===== config.mk =====
export PLATFORM = sky130hd
export DESIGN_NAME = serial_nco_port
export DESIGN_NICKNAME = d
export VERILOG_FILES = /design/src/rtl/snp_pkg.sv /design/src/rtl/snp_baud_nco.sv /design/src/rtl/snp_tx_fifo.sv /design/src/rtl/snp_tx_shift.sv /design/src/rtl/snp_rx_sample.sv /design/src/rtl/serial_nco_port.sv
export SDC_FILE = /design/constraint.sdc
export NUM_CORES = 1
export LEC_CHECK = 0
export ABC_AREA = 0
export BUFFER_PORTS_ARGS = -buffer_cell sky130_fd_sc_hd__buf_2
export CORE_MARGIN = 4
export CORE_UTILIZATION = 40
export CTS_CLUSTER_DIAMETER = 40
export DETAILED_ROUTE_END_ITERATION = 12
export MAX_ROUTING_LAYER = met4
export SLEW_MARGIN = 15
export SYNTH_ARGS = -nofsm -noshare
export SYNTH_HDL_FRONTEND = slang
export SYNTH_HIERARCHICAL = 1
export SYNTH_SLANG_ARGS = --single-unit

===== constraint.sdc =====
create_clock -name clk_i -period 3.6 [get_ports clk_i]
set_input_delay 0.72 -clock clk_i [delete_from_list [all_inputs] [get_ports clk_i]]
set_output_delay 0.72 -clock clk_i [all_outputs]
set_load 0.01 [all_outputs]

===== src/rtl/snp_pkg.sv =====
package snp_pkg;
    // register indices (byte address >> 2)
    localparam logic [3:0] REG_ISTATE  = 4'd0;
    localparam logic [3:0] REG_IMASK   = 4'd1;
    localparam logic [3:0] REG_IFORCE  = 4'd2;
    localparam logic [3:0] REG_CTRL    = 4'd3;
    localparam logic [3:0] REG_STATUS  = 4'd4;
    localparam logic [3:0] REG_RXBYTE  = 4'd5;
    localparam logic [3:0] REG_TXBYTE  = 4'd6;
    localparam logic [3:0] REG_QCTRL   = 4'd7;
    localparam logic [3:0] REG_QLEVEL  = 4'd8;

    // event bit positions
    localparam int EV_TXWM  = 0;
    localparam int EV_RXWM  = 1;
    localparam int EV_TXMT  = 2;
    localparam int EV_RXOVF = 3;
    localparam int NUM_EV   = 4;

    localparam int INC_W     = 16;
    localparam int PHASE_W   = 20;
    localparam int CHAR_W    = 8;
    localparam int TXRST_BIT = 1;
    localparam int RXTH_W    = 3;

    typedef enum logic [1:0] {RX_IDLE, RX_START, RX_DATA, RX_STOP} rx_state_e;
endpackage


===== src/rtl/snp_baud_nco.sv =====
module snp_baud_nco #(
    parameter int INC_W   = 16,
    parameter int PHASE_W = 20
) (
    input  logic             clk_i,
    input  logic             rst_ni,
    input  logic [INC_W-1:0] inc_i,
    output logic             tick_o
);
    typedef struct packed {
        logic [PHASE_W-1:0] phase;
        logic               tick;
    } nco_t;

    nco_t nco_d, nco_q;
    logic [PHASE_W:0] sum;

    always_comb begin
        sum        = {1'b0, nco_q.phase} + (PHASE_W+1)'(inc_i);
        nco_d.phase = sum[PHASE_W-1:0];
        nco_d.tick  = sum[PHASE_W];
    end

    always_ff @(posedge clk_i or negedge rst_ni) begin
        if (!rst_ni) nco_q <= '0;
        else         nco_q <= nco_d;
    end

    assign tick_o = nco_q.tick;
endmodule


===== src/rtl/snp_tx_fifo.sv =====
module snp_tx_fifo #(
    parameter int DEPTH  = 32,
    parameter int DATA_W = 8,
    localparam int PTR_W = $clog2(DEPTH),
    localparam int LVL_W = $clog2(DEPTH + 1)
) (
    input  logic              clk_i,
    input  logic              rst_ni,
    input  logic              clear_i,
    input  logic              push_i,
    input  logic [DATA_W-1:0] data_i,
    input  logic              pop_i,
    output logic [DATA_W-1:0] head_o,
    output logic [LVL_W-1:0]  level_o
);
    localparam logic [LVL_W-1:0] FULL_L = LVL_W'(DEPTH);
    localparam logic [PTR_W-1:0] LAST_P = PTR_W'(DEPTH - 1);

    typedef struct packed {
        logic [PTR_W-1:0] wptr;
        logic [PTR_W-1:0] rptr;
        logic [LVL_W-1:0] level;
    } fifo_t;

    fifo_t f_d, f_q;
    logic [DATA_W-1:0] mem_q [DEPTH];
    logic push_ok, pop_ok;

    always_comb begin
        f_d     = f_q;
        push_ok = push_i && (f_q.level != FULL_L);
        pop_ok  = pop_i && (f_q.level != '0);
        if (clear_i) begin
            f_d = '0;
        end else begin
            if (push_ok) f_d.wptr = (f_q.wptr == LAST_P) ? '0 : f_q.wptr + 1'b1;
            if (pop_ok)  f_d.rptr = (f_q.rptr == LAST_P) ? '0 : f_q.rptr + 1'b1;
            f_d.level = f_q.level + LVL_W'(push_ok) - LVL_W'(pop_ok);
        end
    end

    always_ff @(posedge clk_i or negedge rst_ni) begin
        if (!rst_ni) f_q <= '0;
        else         f_q <= f_d;
    end

    always_ff @(posedge clk_i) begin
        if (push_ok && !clear_i) mem_q[f_q.wptr] <= data_i;
    end

    assign head_o  = mem_q[f_q.rptr];
    assign level_o = f_q.level;

    AST_LEVEL_BOUND: assert property (@(posedge clk_i) disable iff (!rst_ni)
        f_q.level <= FULL_L);
    AST_FULL_DROP: assert property (@(posedge clk_i) disable iff (!rst_ni)
        (push_i && !pop_i && !clear_i && f_q.level == FULL_L) |=> (f_q.level == FULL_L));
endmodule


===== src/rtl/snp_tx_shift.sv =====
module snp_tx_shift #(
    parameter int OSR    = 16,
    parameter int DATA_W = 8,
    localparam int FRAME = DATA_W + 2,
    localparam int OS_W  = $clog2(OSR),
    localparam int BIT_W = $clog2(FRAME + 1)
) (
    input  logic              clk_i,
    input  logic              rst_ni,
    input  logic              tick_i,
    input  logic              load_i,
    input  logic [DATA_W-1:0] data_i,
    output logic              tx_o,
    output logic              busy_o,
    output logic              done_o
);
    typedef struct packed {
        logic [FRAME-1:0] frame;
        logic [BIT_W-1:0] bits;
        logic [OS_W-1:0]  os;
        logic             busy;
        logic             done;
    } tx_t;

    tx_t s_d, s_q;

    always_comb begin
        s_d      = s_q;
        s_d.done = 1'b0;
        if (!s_q.busy) begin
            if (load_i) begin
                s_d.frame = {1'b1, data_i, 1'b0};
                s_d.bits  = BIT_W'(FRAME);
                s_d.os    = '0;
                s_d.busy  = 1'b1;
            end
        end else if (tick_i) begin
            if (s_q.os == OS_W'(OSR - 1)) begin
                s_d.os    = '0;
                s_d.frame = {1'b1, s_q.frame[FRAME-1:1]};
                s_d.bits  = s_q.bits - 1'b1;
                if (s_q.bits == BIT_W'(1)) begin
                    s_d.busy = 1'b0;
                    s_d.done = 1'b1;
                end
            end else begin
                s_d.os = s_q.os + 1'b1;
            end
        end
    end

    always_ff @(posedge clk_i or negedge rst_ni) begin
        if (!rst_ni) s_q <= '{frame: '1, bits: '0, os: '0, busy: 1'b0, done: 1'b0};
        else         s_q <= s_d;
    end

    assign tx_o   = s_q.busy ? s_q.frame[0] : 1'b1;
    assign busy_o = s_q.busy;
    assign done_o = s_q.done;

    AST_DONE_AFTER_FRAME: assert property (@(posedge clk_i) disable iff (!rst_ni)
        s_q.done |-> $past(s_q.busy));
    AST_STOP_HIGH: assert property (@(posedge clk_i) disable iff (!rst_ni)
        (s_q.busy && s_q.bits == BIT_W'(1)) |-> tx_o);
endmodule


===== src/rtl/snp_rx_sample.sv =====
module snp_rx_sample
    import snp_pkg::*;
#(
    parameter int OSR    = 16,
    parameter int DATA_W = 8,
    localparam int OS_W  = $clog2(OSR),
    localparam int IDX_W = $clog2(DATA_W)
) (
    input  logic              clk_i,
    input  logic              rst_ni,
    input  logic              tick_i,
    input  logic              en_i,
    input  logic              rx_i,
    output logic              valid_o,
    output logic [DATA_W-1:0] data_o
);
    typedef struct packed {
        logic [1:0]        sync;
        rx_state_e         st;
        logic [OS_W-1:0]   os;
        logic [IDX_W-1:0]  idx;
        logic [DATA_W-1:0] sh;
        logic              valid;
    } rx_t;

    rx_t r_d, r_q;
    logic line;

    assign line = r_q.sync[1];

    always_comb begin
        r_d       = r_q;
        r_d.sync  = {r_q.sync[0], rx_i};
        r_d.valid = 1'b0;
        unique case (r_q.st)
            RX_IDLE: begin
                if (en_i && !line) begin
                    r_d.st = RX_START;
                    r_d.os = '0;
                end
            end
            RX_START: if (tick_i) begin
                if (r_q.os == OS_W'(OSR/2 - 1)) begin
                    r_d.os  = '0;
                    r_d.idx = '0;
                    r_d.st  = line ? RX_IDLE : RX_DATA;
                end else begin
                    r_d.os = r_q.os + 1'b1;
                end
            end
            RX_DATA: if (tick_i) begin
                if (r_q.os == OS_W'(OSR - 1)) begin
                    r_d.os = '0;
                    r_d.sh = {line, r_q.sh[DATA_W-1:1]};
                    if (r_q.idx == IDX_W'(DATA_W - 1)) r_d.st = RX_STOP;
                    else                               r_d.idx = r_q.idx + 1'b1;
                end else begin
                    r_d.os = r_q.os + 1'b1;
                end
            end
            RX_STOP: if (tick_i) begin
                if (r_q.os == OS_W'(OSR - 1)) begin
                    r_d.st    = RX_IDLE;
                    r_d.valid = line && en_i;
                end else begin
                    r_d.os = r_q.os + 1'b1;
                end
            end
            default: r_d.st = RX_IDLE;
        endcase
    end

    always_ff @(posedge clk_i or negedge rst_ni) begin
        if (!rst_ni) r_q <= '{sync: 2'b11, st: RX_IDLE, os: '0, idx: '0, sh: '0, valid: 1'b0};
        else         r_q <= r_d;
    end

    assign valid_o = r_q.valid;
    assign data_o  = r_q.sh;

    AST_VALID_FROM_STOP: assert property (@(posedge clk_i) disable iff (!rst_ni)
        r_q.valid |-> ($past(r_q.st) == RX_STOP && $past(en_i)));
endmodule


===== src/rtl/serial_nco_port.sv =====
module serial_nco_port
    import snp_pkg::*;
#(
    parameter int ADDR_W     = 6,
    parameter int DEPTH      = 32,
    parameter int OVERSAMPLE = 16,
    localparam int LVL_W     = $clog2(DEPTH + 1)
) (
    input  logic              clk_i,
    input  logic              rst_ni,
    input  logic [ADDR_W-1:0] bus_addr_i,
    input  logic              bus_we_i,
    input  logic              bus_re_i,
    input  logic [31:0]       bus_wdata_i,
    output logic [31:0]       bus_rdata_o,
    output logic              tx_o,
    input  logic              rx_i,
    output logic              irq_tx_wm_o,
    output logic              irq_rx_wm_o,
    output logic              irq_tx_empty_o,
    output logic              irq_rx_ovf_o
);
    localparam logic [LVL_W-1:0] FULL_L = LVL_W'(DEPTH);

    typedef struct packed {
        logic [NUM_EV-1:0] ev;
        logic [NUM_EV-1:0] mask;
        logic [INC_W-1:0]  inc;
        logic              tx_en;
        logic              rx_en;
        logic [RXTH_W-1:0] rx_th;
        logic [LVL_W-1:0]  tx_th;
        logic [CHAR_W-1:0] rbyte;
        logic              rx_empty;
        logic              rx_idle;
    } csr_t;

    csr_t c_d, c_q;

    logic [3:0]        idx;
    logic              tick, fifo_push, fifo_pop, fifo_clear, push_ok;
    logic [CHAR_W-1:0] fifo_head, rx_byte;
    logic [LVL_W-1:0]  level, lvl_after;
    logic              sh_busy, sh_done, rx_valid, rd_take, rx_free;
    logic [NUM_EV-1:0] hw_set, hw_clr;
    logic              tx_empty_st;
    logic              unused_bits;

    assign idx         = 4'(bus_addr_i[ADDR_W-1:2]);
    assign unused_bits = ^{bus_addr_i[1:0], bus_wdata_i[15:14]};

    snp_baud_nco #(.INC_W(INC_W), .PHASE_W(PHASE_W)) u_nco (
        .clk_i(clk_i), .rst_ni(rst_ni), .inc_i(c_q.inc), .tick_o(tick));

    snp_tx_fifo #(.DEPTH(DEPTH), .DATA_W(CHAR_W)) u_fifo (
        .clk_i(clk_i), .rst_ni(rst_ni), .clear_i(fifo_clear), .push_i(fifo_push),
        .data_i(bus_wdata_i[CHAR_W-1:0]), .pop_i(fifo_pop), .head_o(fifo_head),
        .level_o(level));

    snp_tx_shift #(.OSR(OVERSAMPLE), .DATA_W(CHAR_W)) u_txs (
        .clk_i(clk_i), .rst_ni(rst_ni), .tick_i(tick), .load_i(fifo_pop),
        .data_i(fifo_head), .tx_o(tx_o), .busy_o(sh_busy), .done_o(sh_done));

    snp_rx_sample #(.OSR(OVERSAMPLE), .DATA_W(CHAR_W)) u_rxs (
        .clk_i(clk_i), .rst_ni(rst_ni), .tick_i(tick), .en_i(c_q.rx_en),
        .rx_i(rx_i), .valid_o(rx_valid), .data_o(rx_byte));

    assign tx_empty_st = (level == '0) && !sh_busy;

    always_comb begin
        c_d        = c_q;
        fifo_clear = bus_we_i && (idx == REG_QCTRL) && bus_wdata_i[TXRST_BIT];
        fifo_push  = bus_we_i && (idx == REG_TXBYTE);
        fifo_pop   = c_q.tx_en && !sh_busy && (level != '0) && !fifo_clear;
        push_ok    = fifo_push && (level != FULL_L);
        lvl_after  = level + LVL_W'(push_ok) - LVL_W'(fifo_pop);
        hw_set     = '0;
        hw_clr     = '0;

        // transmit-side events
        if (push_ok && lvl_after >= c_q.tx_th) hw_set[EV_TXWM] = 1'b1;
        if (fifo_pop && lvl_after < c_q.tx_th) hw_clr[EV_TXWM] = 1'b1;
        if (sh_done && level == '0 && !push_ok) begin
            hw_set[EV_TXMT] = 1'b1;
            hw_clr[EV_TXWM] = 1'b1;
        end

        // receive holding register
        rd_take = bus_re_i && (idx == REG_RXBYTE) && c_q.rx_en;
        rx_free = c_q.rx_empty || rd_take;
        if (rd_take) begin
            c_d.rx_empty = 1'b1;
            c_d.rx_idle  = 1'b1;
        end
        if (rx_valid) begin
            if (rx_free) begin
                c_d.rbyte    = rx_byte;
                c_d.rx_empty = 1'b0;
                c_d.rx_idle  = 1'b0;
                if (c_q.rx_th == '0) hw_set[EV_RXWM] = 1'b1;
            end else begin
                hw_set[EV_RXOVF] = 1'b1;
            end
        end

        c_d.ev = c_q.ev & ~hw_clr;
        if (bus_we_i) begin
            unique case (idx)
                REG_ISTATE: c_d.ev = c_d.ev & ~bus_wdata_i[NUM_EV-1:0];
                REG_IMASK:  c_d.mask = bus_wdata_i[NUM_EV-1:0];
                REG_IFORCE: hw_set = hw_set | bus_wdata_i[NUM_EV-1:0];
                REG_CTRL: begin
                    c_d.tx_en = bus_wdata_i[0];
                    c_d.rx_en = bus_wdata_i[1];
                    c_d.inc   = bus_wdata_i[31:16];
                end
                REG_QCTRL: begin
                    c_d.rx_th = bus_wdata_i[4:2];
                    c_d.tx_th = bus_wdata_i[8 +: LVL_W];
                end
                default: ;
            endcase
        end
        c_d.ev = c_d.ev | hw_set;
    end

    always_ff @(posedge clk_i or negedge rst_ni) begin
        if (!rst_ni) c_q <= '{ev: '0, mask: '0, inc: '0, tx_en: 1'b0, rx_en: 1'b0,
                              rx_th: '0, tx_th: '0, rbyte: '0, rx_empty: 1'b1,
                              rx_idle: 1'b1};
        else         c_q <= c_d;
    end

    always_comb begin
        bus_rdata_o = '0;
        unique case (idx)
            REG_ISTATE: bus_rdata_o[NUM_EV-1:0] = c_q.ev;
            REG_IMASK:  bus_rdata_o[NUM_EV-1:0] = c_q.mask;
            REG_CTRL:   bus_rdata_o = {c_q.inc, 14'd0, c_q.rx_en, c_q.tx_en};
            REG_STATUS: bus_rdata_o[5:0] = {c_q.rx_empty, c_q.rx_idle, 1'b0,
                                            tx_empty_st, 1'b0, level == FULL_L};
            REG_RXBYTE: bus_rdata_o[CHAR_W-1:0] = c_q.rbyte;
            REG_QCTRL: begin
                bus_rdata_o[4:2]        = c_q.rx_th;
                bus_rdata_o[8 +: LVL_W] = c_q.tx_th;
            end
            REG_QLEVEL: bus_rdata_o[LVL_W-1:0] = level;
            default: ;
        endcase
    end

    assign irq_tx_wm_o    = c_q.ev[EV_TXWM]  & c_q.mask[EV_TXWM];
    assign irq_rx_wm_o    = c_q.ev[EV_RXWM]  & c_q.mask[EV_RXWM];
    assign irq_tx_empty_o = c_q.ev[EV_TXMT]  & c_q.mask[EV_TXMT];
    assign irq_rx_ovf_o   = c_q.ev[EV_RXOVF] & c_q.mask[EV_RXOVF];

    AST_TXRST_ZERO: assert property (@(posedge clk_i) disable iff (!rst_ni)
        fifo_clear |=> (level == '0));
    AST_TX_HOLD: assert property (@(posedge clk_i) disable iff (!rst_ni)
        (!c_q.tx_en && !fifo_clear) |=> (level >= $past(level)));
    AST_OVF_KEEPS_BYTE: assert property (@(posedge clk_i) disable iff (!rst_ni)
        (rx_valid && !c_q.rx_empty && !rd_take) |=> (c_q.ev[EV_RXOVF] && $stable(c_q.rbyte)));
    AST_RX_OFF_QUIET: assert property (@(posedge clk_i) disable iff (!rst_ni)
        (!c_q.rx_en && !(bus_we_i && idx == REG_CTRL)) |=> $stable(c_q.rbyte));
endmodule


# Word level (Yosys, flattened, before mapping)

Memories as Yosys holds them, arrays and structs flattened.
Index checks and enable logic that the tools add are counted.

Logic and storage cells: 185
Latch bits: 0
Memory bits (writable): 256
Bits of input ports: 43
Register bits after elaboration: 122
Output and inout bits: 37
Memory bits (read-only): 0
Memories: 1

Memory list:

| name         | words | bits a word | read ports | clocked after Yosys merged registers in | wr ports | RTL line          | source |
|---|---|---|---|---|---|---|---|
| u_fifo.mem_q | 32    | 8           | 1          | 0                                       | 1        | snp_tx_fifo.sv:26 | `logic [DATA_W-1:0] mem_q [DEPTH];` |

Multiplexer cells: 62
Multiply operators: 0
Reductions and logical operators: 42
Add/subtract/negate cells: 10
Equality and inequality tests: 32
Shift-type cells: 0
Bitwise logic cells: 10
Order comparisons: 2
Div/mod/pow operators: 0

Operators with widths:

| cell                                                | count |
|---|---|
| two-way mux 19 bit                                  | 2 |
| two-way mux 18 bit                                  | 2 |
| two-way mux 35 bit                                  | 1 |
| two-way mux 4 bit                                   | 8 |
| one-hot mux 2 bit (6 select lines)                  | 2 |
| one-hot mux 6 bit (4 select lines)                  | 1 |
| two-way mux 2 bit                                   | 11 |
| adder 20 x 16 -> 21 bit                             | 1 |
| equality test 4 x 3 -> 1 bit, second input constant | 5 |
| two-way mux 20 bit                                  | 1 |
| two-way mux 5 bit                                   | 4 |
| logical AND 1 bit                                   | 18 |
| two-way mux 6 bit                                   | 3 |
| two-way mux 9 bit                                   | 2 |
| two-way mux 17 bit                                  | 1 |
| two-way mux 1 bit                                   | 16 |
| two-way mux 16 bit                                  | 1 |
| two-way mux 14 bit                                  | 1 |
| != test 2 bit, second input constant                | 7 |
| equality test 4 bit, second input constant          | 3 |
| subtractor 6 x 1 -> 6 bit                           | 2 |
| two-way mux 11 bit                                  | 1 |
| adder 5 x 1 -> 5 bit, second input constant         | 2 |
| equality test 5 bit, second input constant          | 2 |
| other kinds (36)                                    | 61 |

# Logic depth before layout (Yosys ltp)

Word-level depth: 16
Gate-level depth with buffers: 20
Depth with buffers taken out: 19

# Cells and area by module

The synthesis kept the hierarchy.

Modules (own cells, without submodules):

| module          | instances | sequential area each (µm²) | cells an instance | area an instance (µm²) |
|---|---|---|---|---|
| snp_tx_fifo     | 1         | 8087.8                     | 630               | 11115.7 |
| serial_nco_port | 1         | 1128.6                     | 257               | 2755.1 |
| snp_baud_nco    | 1         | 525.5                      | 144               | 1435.1 |
| snp_rx_sample   | 1         | 503.0                      | 90                | 1028.5 |
| snp_tx_shift    | 1         | 513.0                      | 91                | 1014.7 |

# Worst setup path before layout

Ideal clock, no wire load.

Kind: flip-flop to flip-flop
Start point: register u_fifo.f_q (netlist bit u_fifo/level_o[2])
End point: register c_q[41] (netlist bit)
Buffers on the path: 1
Path slack: -0.211 ns
Clock period less this slack: 3.811 ns
Data arrival time: 3.671 ns
Library setup time: 0.140 ns
Cell stages (with the launch flop): 19
Required time: 3.460 ns
Cell sequence: dfrtp_1 > buf_4 > inv_1 > ha_1 > nor4bb_1 > or3b_2 > nor2_1 > ha_1 > inv_1 > ha_1 > a21o_1 > a21oi_1 > nor2_1 > a311oi_1 > ha_1 > a21oi_1 > o21ai_0 > nor4_1 > o221ai_1

RTL lines:

| element                | RTL line               | source |
|---|---|---|
| start, declared        | snp_tx_fifo.sv:25      | `fifo_t f_d, f_q;` |
| start signal, assigned | snp_tx_fifo.sv:43      | `if (!rst_ni) f_q <= '0;` |
| start signal, assigned | snp_tx_fifo.sv:44      | `else f_q <= f_d;` |
| end signal, assigned   | serial_nco_port.sv:128 | `if (!rst_ni) c_q <= '{ev: '0, mask: '0, inc: '0, tx_en: 1'b0, rx_en: 1'b0,` |
| end, declared          | serial_nco_port.sv:38  | `csr_t c_d, c_q;` |

==> out/results.tsv <==
metric	value	unit
critical_path.startpoint_type	flip-flop	
critPathCaptureType	flip-flop	
drt_pre_antenna_iters	5	
clock_tree.buffer_depth	3	
yosysUniqueCellTypes	99	
post_synth_inst_count	1212	
global_route.usage.total	0.170	
clock-root-buffer	clkbuf_16	
worstPathMaxFanout	2	
dominantRegCellSynth	edfxtp_1	
fp-row-count	76	
fp.dieArea	46800	um2
vias_per_cell	5.27	
num_vias	10477	
vdd_ir_drop_max	539	uV
netlist_area_pre_place	17300	um2
worst_setup_hold_path_clk_slew	0.05	ns
achievable-frequency	297	MHz
core-area	43000	um2
h_tree_levels	2	
number_of_global_route_vias_before_repair	10744	
synth.avg_cell_area	14.3	um2
placement.io_buffers	73	
dp_cells	1887	
layout-drive-gt1-share	0.282	
critPathKind	flip-flop to flip-flop	
total_leakage_power	0.00782	uW
tns	0	ns
post-route-period-util	0.936	
fillCellCount	3789	
drt-wirelength-per-cell	19.5	um
run_status	finished, final reports clean	
pwr_density_cell	641	nW/um2
io_pins	80	
ys_async_sr_fraction	0.323	
slew_viol_final	0	
worst_clock_skew	0.0383	ns
detailed_place_hpwl	25.3	mm
chipWidth	216	um
multi_input_comb_area	6090	um2
worst_slack	0.232	ns
final_nets	1459	
ys.warnings.count	6	
unrepaired_setup_endpoints_after_global_routing	false	
syn_to_final_growth	18.5	%
floorplan.initialDensity	0.404	
total_gr_overflow	0	
setup_violations	0	
dp_slack	-0.159	ns
sequential_cell_area	10800	um2
global_route_wire_length_before_repair	60.8	mm
post_route_ant_nets	0	
holdCritPathClass	primary input to asynchronous set/reset pin	
cts_tree	built	
initialDrtViolationCount	779	
synth_seq_cells	378	
place.gp.congestion	0.845	
final.min_clock_period	3.37	ns
post_detailed_routing_wire_length	38.8	mm
final_hold_viol_count	0	
instances_no_fill	1989	
cts_buf_count	51	
number_of_flops_mapped_to_enable_cells_by_yosys	256	
max_slew.worst_pin.slew	0.780	ns
synth.yosys.seq_area_share	0.620	
crit_required	4.04	ns
grt_max_degree	71	
die_height	216	um
cts.sink_count	378	
critPathArrivalTime	3.81	ns
clk-insertion-delay-late	0.60	ns
max_slew_headroom_at_the_worst_pin	0.473	
maxCapViolCount	0	
drt_drc_violations_left	0	
initial_antenna_violation_count	1	
[cell families after synthesis]
logic type,share of synthesized area
flip-flops,0.620
AND/OR/NAND/NOR,0.0869
AO/OA/AOI/OAI,0.0855
multiplexers,0.119
buffers and inverters,0.0350
adder cells (fa/ha/maj),0.0417
XOR/XNOR,0.0116
other,0.000216
[final cells by class]
cell class	instances	share of cell area
Clock buffer	61	0.0659
Timing Repair Buffer	160	0.0509
Tap cell	585	0.0356
Inverter	53	0.00968
Antenna cell	1	0.000122
Sequential cell	378	0.523
Clock inverter	35	0.0180
Multi-Input combinational cell	716	0.296
[synthesized netlist by cell type (5+ instances only)]
cell type,number,share of area
buf_4,19,0.0082
nor3_1,9,0.0026
nand3_1,39,0.011
clkbuf_1,19,0.0041
nand4_1,7,0.0025
nor2b_1,8,0.0029
xnor2_1,12,0.0061
and2_1,31,0.011
a221o_1,7,0.0040
a31oi_1,10,0.0036
mux4_2,27,0.035
dfrtp_1,108,0.16
a22o_1,12,0.0061
mux4_1,5,0.0076
nand2b_1,10,0.0036
nor2_1,64,0.014
and3_1,6,0.0022
o2bb2ai_1,5,0.0025
ha_1,53,0.038
buf_2,19,0.0055
xor2_1,11,0.0056
buf_6,5,0.0032
dfstp_2,14,0.021
nand2_1,51,0.011
mux2i_1,75,0.043
o21ai_0,26,0.0075
a221oi_1,5,0.0025
a21oi_1,42,0.012
a22oi_1,40,0.017
mux2_2,51,0.033
a211oi_1,5,0.0022
inv_1,53,0.011
edfxtp_1,256,0.44
[power by group]
part | leakage [uW] | total (uW) | switching, uW | internal (uW)
registers | 0.00379 | 5230 | 263 | 4970
logic | 0.00320 | 2910 | 1610 | 1300
clock network | 0.000830 | 5030 | 1950 | 3080
[cell usage in the layout, fill, tap and decap left out, types with 7 or more instances in the layout]
master	count
a22oi_1	40
clkbuf_1	7
a22o_1	12
mux2i_1	75
dfrtp_1	106
nand4_1	7
clkbuf_16	52
buf_4	86
nor3_1	8
nor2_1	63
a31oi_1	10
inv_1	47
inv_6	8
a221o_1	7
xor2_1	11
o21ai_0	25
ha_1	49
nand3_1	39
nand2_1	51
dfstp_2	14
a21oi_1	40
xnor2_1	12
buf_2	72
nand2b_1	10
nor2b_1	8
mux2_2	51
mux4_2	27
edfxtp_1	256
and2_1	31
[stage by stage]
step	cell area, um2	power, uW	utilization	hold slack, ns
2_1_floorplan	17400	7280	-	0.345
3_3_place_gp	18700	7980	0.435	0.349
3_5_place_dp	18700	8060	0.435	0.352
4_1_cts	20500	13200	0.476	0.198
5_1_grt	20600	13900	0.478	0.223
6_report	20600	13200	0.478	0.194
[what timing repair did]
item,4_1_cts,5_1_grt
hold buffers,0,0
endpoints found under the setup margin,1,1
setup buffers,0,5
resized for setup,4,16
pin swaps,8,16
[registers in the layout, summed over array words and instances, names as in the netlist]
register,count
u_fifo/mem_q,256
u_txs/s_q,18
u_txs/busy_o,1
u_nco/tick_o,1
u_fifo/level_o,6
u_rxs/valid_o,1
u_txs/done_o,1
u_rxs/data_o,8
u_fifo/f_q,10
u_nco/nco_q,20
u_rxs/line,1
u_rxs/r_q,9
u_rxs/r_d,1
c_q,45
[worst max-delay path, cell delays in order (launching register included)]
cell,delay [ns]
dfrtp_1,0.35
inv_2,0.05
ha_1,0.19
nor4bb_4,0.16
or3b_4,0.41
nor2_4,0.12
ha_4,0.20
inv_2,0.06
ha_4,0.12
inv_2,0.03
fa_2,0.36
inv_2,0.05
a21oi_1,0.05
o21bai_1,0.15
xor2_1,0.18
ha_1,0.26
nand2_1,0.08
o21ai_2,0.07
nor4_2,0.20
o221ai_1,0.15
[layer usage]
metal | share of wire | track usage | vias to the layer above | routed length [um]
li1 | - | - | 4931 | -
met1 | 0.45 | 0.225 | 5247 | 17500
met2 | 0.47 | 0.268 | 230 | 18300
met3 | 0.046 | 0.0283 | 69 | 1780
met4 | 0.029 | 0.0640 | 0 | 1140
met5 | 0 | - | - | 0
[worst paths after layout]
check,from,to,slack (ns),cells after the start
min,rst_ni,c_q[32],0.19,1
min in group clk_i,rx_i,u_rxs/r_d[19],0.24,1
max reg2reg,u_fifo/level_o[4],c_q[41],0.23,19
min reg2reg,u_rxs/r_d[19],u_rxs/line,0.36,0
max in group asynchronous,rst_ni,c_q[26],2.66,2
max,u_fifo/level_o[4],c_q[41],0.23,19
Power figures use the tool's default switching activity.
